`src/rtl/pwr_mode_sup.sv`:
```
module pwr_mode_sup #(
  parameter int LONG_WIN = 200,
  parameter int RST_DLY  = 16,
  parameter int FS_LONG  = 400,
  parameter int FS_SHORT = 100,
  parameter int INT_LEN  = 4,
  parameter int UV_LIMIT = 4
) (
  input  logic       clk,
  input  logic       rst_n,
  input  logic       req_valid,
  input  logic [2:0] req_code,
  input  logic       wd_kick,
  input  logic       wd_fail,
  input  logic       wd_per_wr,
  input  logic [2:0] wd_per_val,
  input  logic       wake_evt,
  input  logic       wake_pending,
  input  logic       wake_any_en,
  input  logic       uv_rst,
  input  logic       tsd_evt,
  input  logic       tsd_active,
  output logic [2:0] mode,
  output logic       rst_out_n,
  output logic       int_n,
  output logic       req_err,
  output logic [2:0] wd_period
);

  localparam logic [2:0] M_INIT = 3'd0, M_NORM = 3'd1, M_STOP = 3'd2,
                         M_SLEEP = 3'd3, M_RSTR = 3'd4, M_FAIL = 3'd5;
  localparam logic [2:0] WD_DEFAULT = 3'b100;
  localparam int M1   = (LONG_WIN > RST_DLY) ? LONG_WIN : RST_DLY;
  localparam int M2   = (FS_LONG > FS_SHORT) ? FS_LONG : FS_SHORT;
  localparam int MAXC = (M1 > M2) ? M1 : M2;
  localparam int TW   = $clog2(MAXC + 1);
  localparam int IW   = $clog2(INT_LEN + 1);
  localparam int UW   = $clog2(UV_LIMIT + 1);
  localparam logic [TW-1:0] WIN_END  = TW'(LONG_WIN - 1);
  localparam logic [TW-1:0] RST_END  = TW'(RST_DLY - 1);
  localparam logic [TW-1:0] FSL_END  = TW'(FS_LONG - 1);
  localparam logic [TW-1:0] FSS_END  = TW'(FS_SHORT - 1);
  localparam logic [TW-1:0] TMR_MAX  = TW'(MAXC);
  localparam logic [UW-1:0] UV_LAST  = UW'(UV_LIMIT - 1);

  logic [2:0]    st, nxt;
  logic [TW-1:0] tmr;
  logic [IW-1:0] int_cnt;
  logic [UW-1:0] uv_cnt;
  logic          fs_thermal, wake_held;
  logic          err_set, err_clr, tmr_clr;

  wire awake_mode = (st == M_NORM) || (st == M_STOP);
  wire uv_hit = uv_rst && (awake_mode || st == M_INIT || st == M_RSTR);
  wire dwell_done = fs_thermal ? (tmr >= FSL_END) : (tmr >= FSS_END);

  always_comb begin
    nxt = st;
    err_set = 1'b0;
    err_clr = 1'b0;
    case (st)
      M_INIT: begin
        if (req_valid) nxt = M_NORM;
        else if (!wd_kick && tmr == WIN_END) nxt = M_RSTR;
      end
      M_NORM, M_STOP: begin
        if (wd_fail) nxt = M_RSTR;
        else if (req_valid) begin
          if (req_code[2]) err_set = 1'b1;
          else begin
            case (req_code[1:0])
              2'd0: nxt = M_NORM;
              2'd1: nxt = M_STOP;
              2'd2: begin
                if (st == M_STOP || !wake_any_en) begin
                  err_set = 1'b1;
                  nxt = M_RSTR;
                end else nxt = M_SLEEP;
              end
              default: nxt = M_INIT;
            endcase
            err_clr = !err_set;
          end
        end
      end
      M_SLEEP: if (wake_evt || wake_pending) nxt = M_RSTR;
      M_RSTR:  if (tmr == RST_END) nxt = M_NORM;
      M_FAIL:  if (dwell_done && (wake_held || wake_evt || (fs_thermal && !tsd_active)))
                 nxt = M_RSTR;
      default: nxt = M_INIT;
    endcase
    if (uv_hit) nxt = (uv_cnt == UV_LAST) ? M_FAIL : M_RSTR;
    if (tsd_evt && st != M_FAIL) nxt = M_FAIL;
  end

  assign tmr_clr = (nxt != st) || uv_hit || (st == M_INIT && wd_kick);

  always_ff @(posedge clk or negedge rst_n) begin
    if (!rst_n) begin
      st         <= M_INIT;
      tmr        <= '0;
      int_cnt    <= '0;
      uv_cnt     <= '0;
      fs_thermal <= 1'b0;
      wake_held  <= 1'b0;
      req_err    <= 1'b0;
      wd_period  <= WD_DEFAULT;
    end else begin
      st <= nxt;
      if (tmr_clr) tmr <= '0;
      else if (tmr != TMR_MAX) tmr <= tmr + 1'b1;

      if (wake_evt && awake_mode) int_cnt <= IW'(INT_LEN);
      else if (int_cnt != '0) int_cnt <= int_cnt - 1'b1;

      if (uv_hit) uv_cnt <= (uv_cnt == UV_LAST) ? '0 : uv_cnt + 1'b1;
      else if (st == M_RSTR && nxt == M_NORM) uv_cnt <= '0;

      if (nxt == M_FAIL && st != M_FAIL) begin
        fs_thermal <= tsd_evt;
        wake_held  <= 1'b0;
      end else if (st == M_FAIL && wake_evt) wake_held <= 1'b1;

      if (err_set) req_err <= 1'b1;
      else if (err_clr) req_err <= 1'b0;

      if ((nxt == M_RSTR && st != M_RSTR) || (nxt == M_INIT && st != M_INIT))
        wd_period <= WD_DEFAULT;
      else if (st == M_NORM && wd_per_wr)
        wd_period <= wd_per_val;
    end
  end

  assign mode      = st;
  assign rst_out_n = !(st == M_RSTR || st == M_FAIL);
  assign int_n     = (int_cnt == '0);

  assert_stop_sleep_refused_R5: assert property (@(posedge clk) disable iff (!rst_n)
    (st == M_STOP && req_valid && req_code == 3'b010 && !wd_fail && !uv_rst && !tsd_evt)
      |=> (st == M_RSTR && req_err));

  assert_sleep_only_from_normal_R6: assert property (@(posedge clk) disable iff (!rst_n)
    (st == M_SLEEP && $past(st) != M_SLEEP) |-> ($past(st) == M_NORM && $past(wake_any_en)));

  assert_wake_keeps_mode_R8: assert property (@(posedge clk) disable iff (!rst_n)
    (st == M_NORM && wake_evt && !req_valid && !wd_fail && !uv_rst && !tsd_evt)
      |=> (st == M_NORM && !int_n));

  assert_restart_exit_R9: assert property (@(posedge clk) disable iff (!rst_n)
    (st == M_RSTR) |=> (st == M_RSTR || st == M_NORM || st == M_FAIL));

  assert_restart_period_R9: assert property (@(posedge clk) disable iff (!rst_n)
    (st == M_RSTR) |-> (wd_period == WD_DEFAULT && !rst_out_n));

  assert_int_cause_R8: assert property (@(posedge clk) disable iff (!rst_n)
    $fell(int_n) |-> ($past(wake_evt) && ($past(st) == M_NORM || $past(st) == M_STOP)));

  assert_fail_holds_R11: assert property (@(posedge clk) disable iff (!rst_n)
    (st == M_FAIL && !dwell_done) |=> (st == M_FAIL));

  always_comb assert_uv_bound_R12: assert (uv_cnt < UW'(UV_LIMIT));

endmodule

```
`config.mk`:
```
export PLATFORM = sky130hd
export DESIGN_NAME = pwr_mode_sup
export DESIGN_NICKNAME = d
export VERILOG_FILES = /design/src/rtl/pwr_mode_sup.sv
export SDC_FILE = /design/constraint.sdc
export NUM_CORES = 1
export LEC_CHECK = 0
export ABC_CLOCK_PERIOD_IN_PS = 2050
export CORE_ASPECT_RATIO = 1.75
export CORE_MARGIN = 8
export CORE_UTILIZATION = 48
export DETAILED_ROUTE_END_ITERATION = 6
export PLACE_DENSITY_LB_ADDON = 0.1
export SLEW_MARGIN = 20
export SYNTH_ARGS = -nofsm -noshare
export SYNTH_HDL_FRONTEND = slang
export SYNTH_SLANG_ARGS = --single-unit
```
`constraint.sdc`:
```
create_clock -name clk -period 2.05 [get_ports clk]
set_clock_uncertainty 0.05 [all_clocks]
set_input_delay 0.205 -clock clk [delete_from_list [all_inputs] [get_ports clk]]
set_output_delay 0.205 -clock clk [all_outputs]
set_load 0.1 [all_outputs]
```
# Word level (Yosys, flattened, before mapping)
# Index checks and enable logic that the tools add are counted.
# word_totals
regBits	24
in_bits	18
mem_bits_rw	0
word_cells	114
latch_bits	0
out_inout_bits	9
mem_count	0
rom_bits	0
# classes
n_addsub	3
n_bitwise	0
mul	0
div_mod_pow	0
magnitude_cmp	2
reduce_logical	42
eq_ne	17
shifts	0
muxes	42
# op_table
op	n
$mux W3	18
$mux W1	20
$mux W9	2
$pmux W3 S5	1
$logic_and A1 B1 Y1	13
$eq A3 B3 Y1 const B	4
$reduce_bool A2 Y1	6
$logic_or A1 B1 Y1	11
$add A9 B1 Y9 const B	1
$eq A3 B2 Y1 const B	3
$eq A9 B4 Y1 const B	1
$eq A9 B8 Y1 const B	1
$ge A9 B7 Y1 const B	1
$ge A9 B9 Y1 const B	1
$logic_not A3 Y1	3
$ne A9 B9 Y1 const B	1
$pmux W3 S3	1
$eq A3 B1 Y1 const B	2
$ne A3 B3 Y1 const B	2
$reduce_bool A3 Y1	2
$logic_not A1 Y1	5
$add A3 B1 Y3 const B	1
$ne A3 B3 Y1	1
$sub A3 B1 Y3 const B	1
4 further kinds	4

# Logic depth before layout (Yosys ltp)
# logic_depth
depth_word	15
ltp_mapped	9
mapped_depth_nobuf	8

# Worst setup path before layout
# OpenSTA, ideal clock, no wires.
# synth_timing
kind	reg-to-reg
startpoint	reg st[0] (netlist: mode[0])
endpoint	reg wd_period[0]
n_path_buf	1
setup_time_ns	0.135
arrival_time_ns	2.529
required_time_ns	1.865
stages_incl_launch_ff	9
synth_period_minus_slack_ns	2.714
path_slack_ns	-0.664
cell_sequence	dfrtp_1 buf_4 nor3b_1 nor2_1 o32a_1 o21ai_2 o31ai_1 a2111oi_2 nor2_1
# synth_via
elab_chain_cells	14
word_cells_on_any_way	37
cone_classes	eq/ne (8); mux (14); reduce/logical (15)
# synth_rtl
element	line_no	text
start, declared	46	logic [2:0] st, nxt;
start signal, assigned	109	st <= nxt;
$eq A3 B2 Y1	53, 61, 75	
$logic_or A1 B1 Y1	75	if (st == M_STOP || !wake_any_en) begin
$mux W3	75	
$pmux W3 S3	71	case (req_code[1:0])
$mux W3	69	if (req_code[2]) err_set = 1'b1;
$mux W3	68	else if (req_valid) begin
$mux W3	67	if (wd_fail) nxt = M_RSTR;
$pmux W3 S5	61	case (st)
$mux W3	92	if (uv_hit) nxt = (uv_cnt == UV_LAST) ? M_FAIL : M_RSTR;
$mux W3	93	if (tsd_evt && st != M_FAIL) nxt = M_FAIL;
$eq A3 B3 Y1 / $logic_not A3 Y1 (equally long branches)	127	if ((nxt == M_RSTR && st != M_RSTR) || (nxt == M_INIT && st != M_INIT))
$logic_and A1 B1 Y1	127	
$logic_or A1 B1 Y1	127	
$mux W3 / $reduce_bool A2 Y1 (equally long branches)	n/a	
end signal, assigned	130	wd_period <= wd_per_val;
end, declared	27	output logic [2:0] wd_period
# Several ways; a longest one is shown, not always the timed one.
# A chain may end at the register's enable or synchronous reset.

# Worst setup path in the final report
# layout_timing
startpoint	reg st[1] (netlist: mode[1])
endpoint	reg wd_period[2]
# layout_via
elab_chain_cells	14
word_cells_on_any_way	37
cone_classes	eq/ne (8); mux (14); reduce/logical (15)
# layout_rtl
element	line_no
$eq A3 B2 Y1	53, 61, 75
$logic_or A1 B1 Y1	75
$mux W3	75
$pmux W3 S3	71
$mux W3	69
$mux W3	68
$mux W3	67
$pmux W3 S5	61
$mux W3	92
$mux W3 *	93
net nxt[1]	46
$eq A3 B3 Y1 / $logic_not A3 Y1 (equally long branches)	127
$logic_and A1 B1 Y1	127
$logic_or A1 B1 Y1 *	127
$mux W3 / $reduce_bool A2 Y1 (equally long branches)	n/a
# Mark *: on every way through the listed nets, which the timed path passes. The rest lies on a longest branch.

==> metrics <==
status=finished with violations; failing checks=negative setup slack; Routability Congestion=0.909; sequential area share after synthesis=0.354; # diodes=0; setup ws final=-0.233 ns; Register-to-Register Setup Slack=-0.23 ns; Slowest cell on crit path=dfrtp_4; RSZ-0062 raised after global routing=yes; Filler cells=~240; detailed-route wire length per cell=16.5 um; final-report hold violation count=0; Layout Nets=310; hold buffer count at cts=0; Reg-to-Reg End=wd_period[2]; TritonCTS Buffers=3; GRT overflow=0; R2R Path Start=mode[1]; sequential cell area=about 600 sq um; Most common cell on crit path=buf_4; ranking of synthesized cells by area=dfrtp_1, nor2_1, nand2_1, ha_1, xnor2_1; top cells by count, synth=nor2_1, dfrtp_1, nand2_1; CP arrival=2.43 ns; Worst path max stage delay=roughly 0.52 ns; Root Driver=clkbuf_8; Clock Sinks=24; number of global-route vias before repair=1,974; Synth top area share=0.338; Tcrit/Tclk final=1.11; Reg clk slew, reported paths=0.08 ns; Inst Count DP=323; top-count cell post-synth=nor2_1; ys async rst share=1.00; die width=61.0 um; Crit. End Element=register; # IOs=27; First DRT Iteration DRCs=65; worst min path class=primary input to asynchronous set/reset pin; Cell Pwr Density=1070 mW/mm^2; Slew @ Worst Pin=0.646 ns; placed cell area=0.00250 sq mm; Core Box Area=between 0.003 and 0.004 sq mm; slew margin rel.=0.568; CTS tree=done; I/O Buffers=26; maximum capacitance violations=0; first-pass GRT wire length=8.94 mm; Via density=5.55; Peak VDD IR=778 uV; most area-hungry cell type in the Yosys netlist=dfrtp_1; pin count of the biggest net entering global routing=16; initial antenna violation count=0; area occupied by multi-input gates=0.00117 sq mm; die area=between 0.005 and 0.006 sq mm; Rows=28; fin area=0.00274 sq mm; GRT Overall Usage=0.198; non-filler cells, final=around 330; latest clock arrival within the worst-skew pair=0.26 ns; final setup violating endpoints=13; Synthesized Nets=216; CP startpoint=mode[1]; drt first pass iters=4; htree depth=1; layout cell share with drive strength beyond 1=0.388; maximum fanout along the worst path=6; synthesized area=0.00170 sq mm; Area Growth Syn to Fin=61.2%; Max Clk Rate=between 400 and 500 MHz; Startpoint Class=register; Top FF cell, synth=dfrtp_1; Detail Placement HPWL=4.12 mm; Vias=1,836; Starting Density=0.500; Die Ht=94.7 um; FF+latch count, synth=24; drt drc=0; Leak=about 0.0012 uW; Setup CP Type=register to register; Worst Path Required=about 2.2 ns; Clock Tree Buf Depth=2; Post-synth EDFFs=0; fin util=0.807; Tmin final=2.28 ns; Total Wirelength=5.47 mm; R2R cell count=8; Post-Synthesis Cells=~190; worst hold margin=0.287 ns; Distinct cells, synth=58; Critical Path End=wd_period[2]; Syn Area/Cell=8.81 sq um; Detail Route Antenna Nets=0; Synth warnings=0; worst-path cell chain=xnor2_1 > or3_4 > a221o_1 > buf_4 > a21oi_4 > a2111oi_4 > buf_4 > a211o_1; Max Slew Vio Count=0
## metrics by stage
step / TNS, ns / setup slack [ns] / power, uW
2_1_floorplan: -3.11 / -0.268 / 1790
3_3_place_gp: -5.33 / -0.440 / 2370
3_5_place_dp: -6.17 / -0.528 / 2420
4_1_cts: -1.94 / -0.207 / 2870
5_1_grt: -3.22 / -0.346 / 3100
6_report: -1.89 / -0.233 / 2930
## sequential cells by signal, indices dropped and copies added (netlist names)
name,cells
wd_period,3
int_cnt,3
wake_held,1
tmr,9
req_err,1
mode,3
fs_thermal,1
uv_cnt,3
## cells by family (layout without fill, tap and decap cells)
group           after synthesis  in the layout  share of synthesized area
mux                           4              4                     0.0243
xor+xnor                      9              9                     0.0464
compound gates               53             53                      0.239
fa+ha+maj                     5              5                     0.0368
buf+inv                      16            109                     0.0456
simple gates                 82             82                      0.254
flops                        24             24                      0.354
## what timing repair did
action                     CTS  global route
buffers inserted             4             1
gates resized for setup     22             9
pin swaps                    7             7
setup endpoints to repair   13            16
## metal layers
| layer | wire (um) | vias up | share of wire | GRT usage |
|---|---|---|---|---|
| li1 | - | 891 | - | - |
| met5 | 0 | - | 0 | 0 |
| met3 | 267 | 17 | 0.049 | 0.0272 |
| met1 | 2040 | 867 | 0.37 | 0.212 |
| met4 | 190 | 0 | 0.035 | 0.0881 |
| met2 | 2970 | 61 | 0.54 | 0.362 |
## area by class of cell
| cell class | count | area share |
|---|---|---|
| flip-flops and latches | 24 | 0.224 |
| well taps | 45 | 0.0205 |
| clock buffers | 4 | 0.0201 |
| repair buffers | 97 | 0.298 |
| inverters | 8 | 0.0110 |
| multi-input cells | 153 | 0.426 |
## worst min path at each step
| stage | start | end | slack (ns) | cells past startpoint |
|---|---|---|---|---|
| after floorplan | rst_n | fs_thermal | -0.14 | 0 |
| after global placement | uv_cnt[2] | uv_cnt[2] | 0.41 | 1 |
| after detailed placement | uv_cnt[1] | uv_cnt[1] | 0.43 | 2 |
| after CTS | rst_n | mode[2] | 0.29 | 1 |
| after global routing | rst_n | mode[1] | 0.32 | 1 |
| final | rst_n | mode[1] | 0.29 | 1 |
## worst max-delay path, delay by kind of cell, from the launching register on
kind                   cells  cell delay, ns
AO/OA/AOI/OAI              4            0.80
XOR/XNOR                   1            0.16
AND/OR/NAND/NOR            1            0.34
flip-flops                 1            0.52
buffers and inverters      2            0.34
## layout by cell type, fill, tap and decap left out, types with 6 or more instances in the layout
cell type,synthesis,layout
nand2_1,17,17
nand2b_1,6,6
dfrtp_1,23,20
buf_4,2,72
a21oi_1,8,6
buf_6,1,6
clkdlybuf4s50_1,0,17
inv_1,8,8
nor2_1,27,26
## report_power, final
group	switching, uW	leakage [uW]	internal [uW]
combinational	1090	0.000859	805
sequential	104	0.000302	610
clock	146	0.0000288	171
total	1340	0.00119	1590
Power figures use the tool's default switching activity.
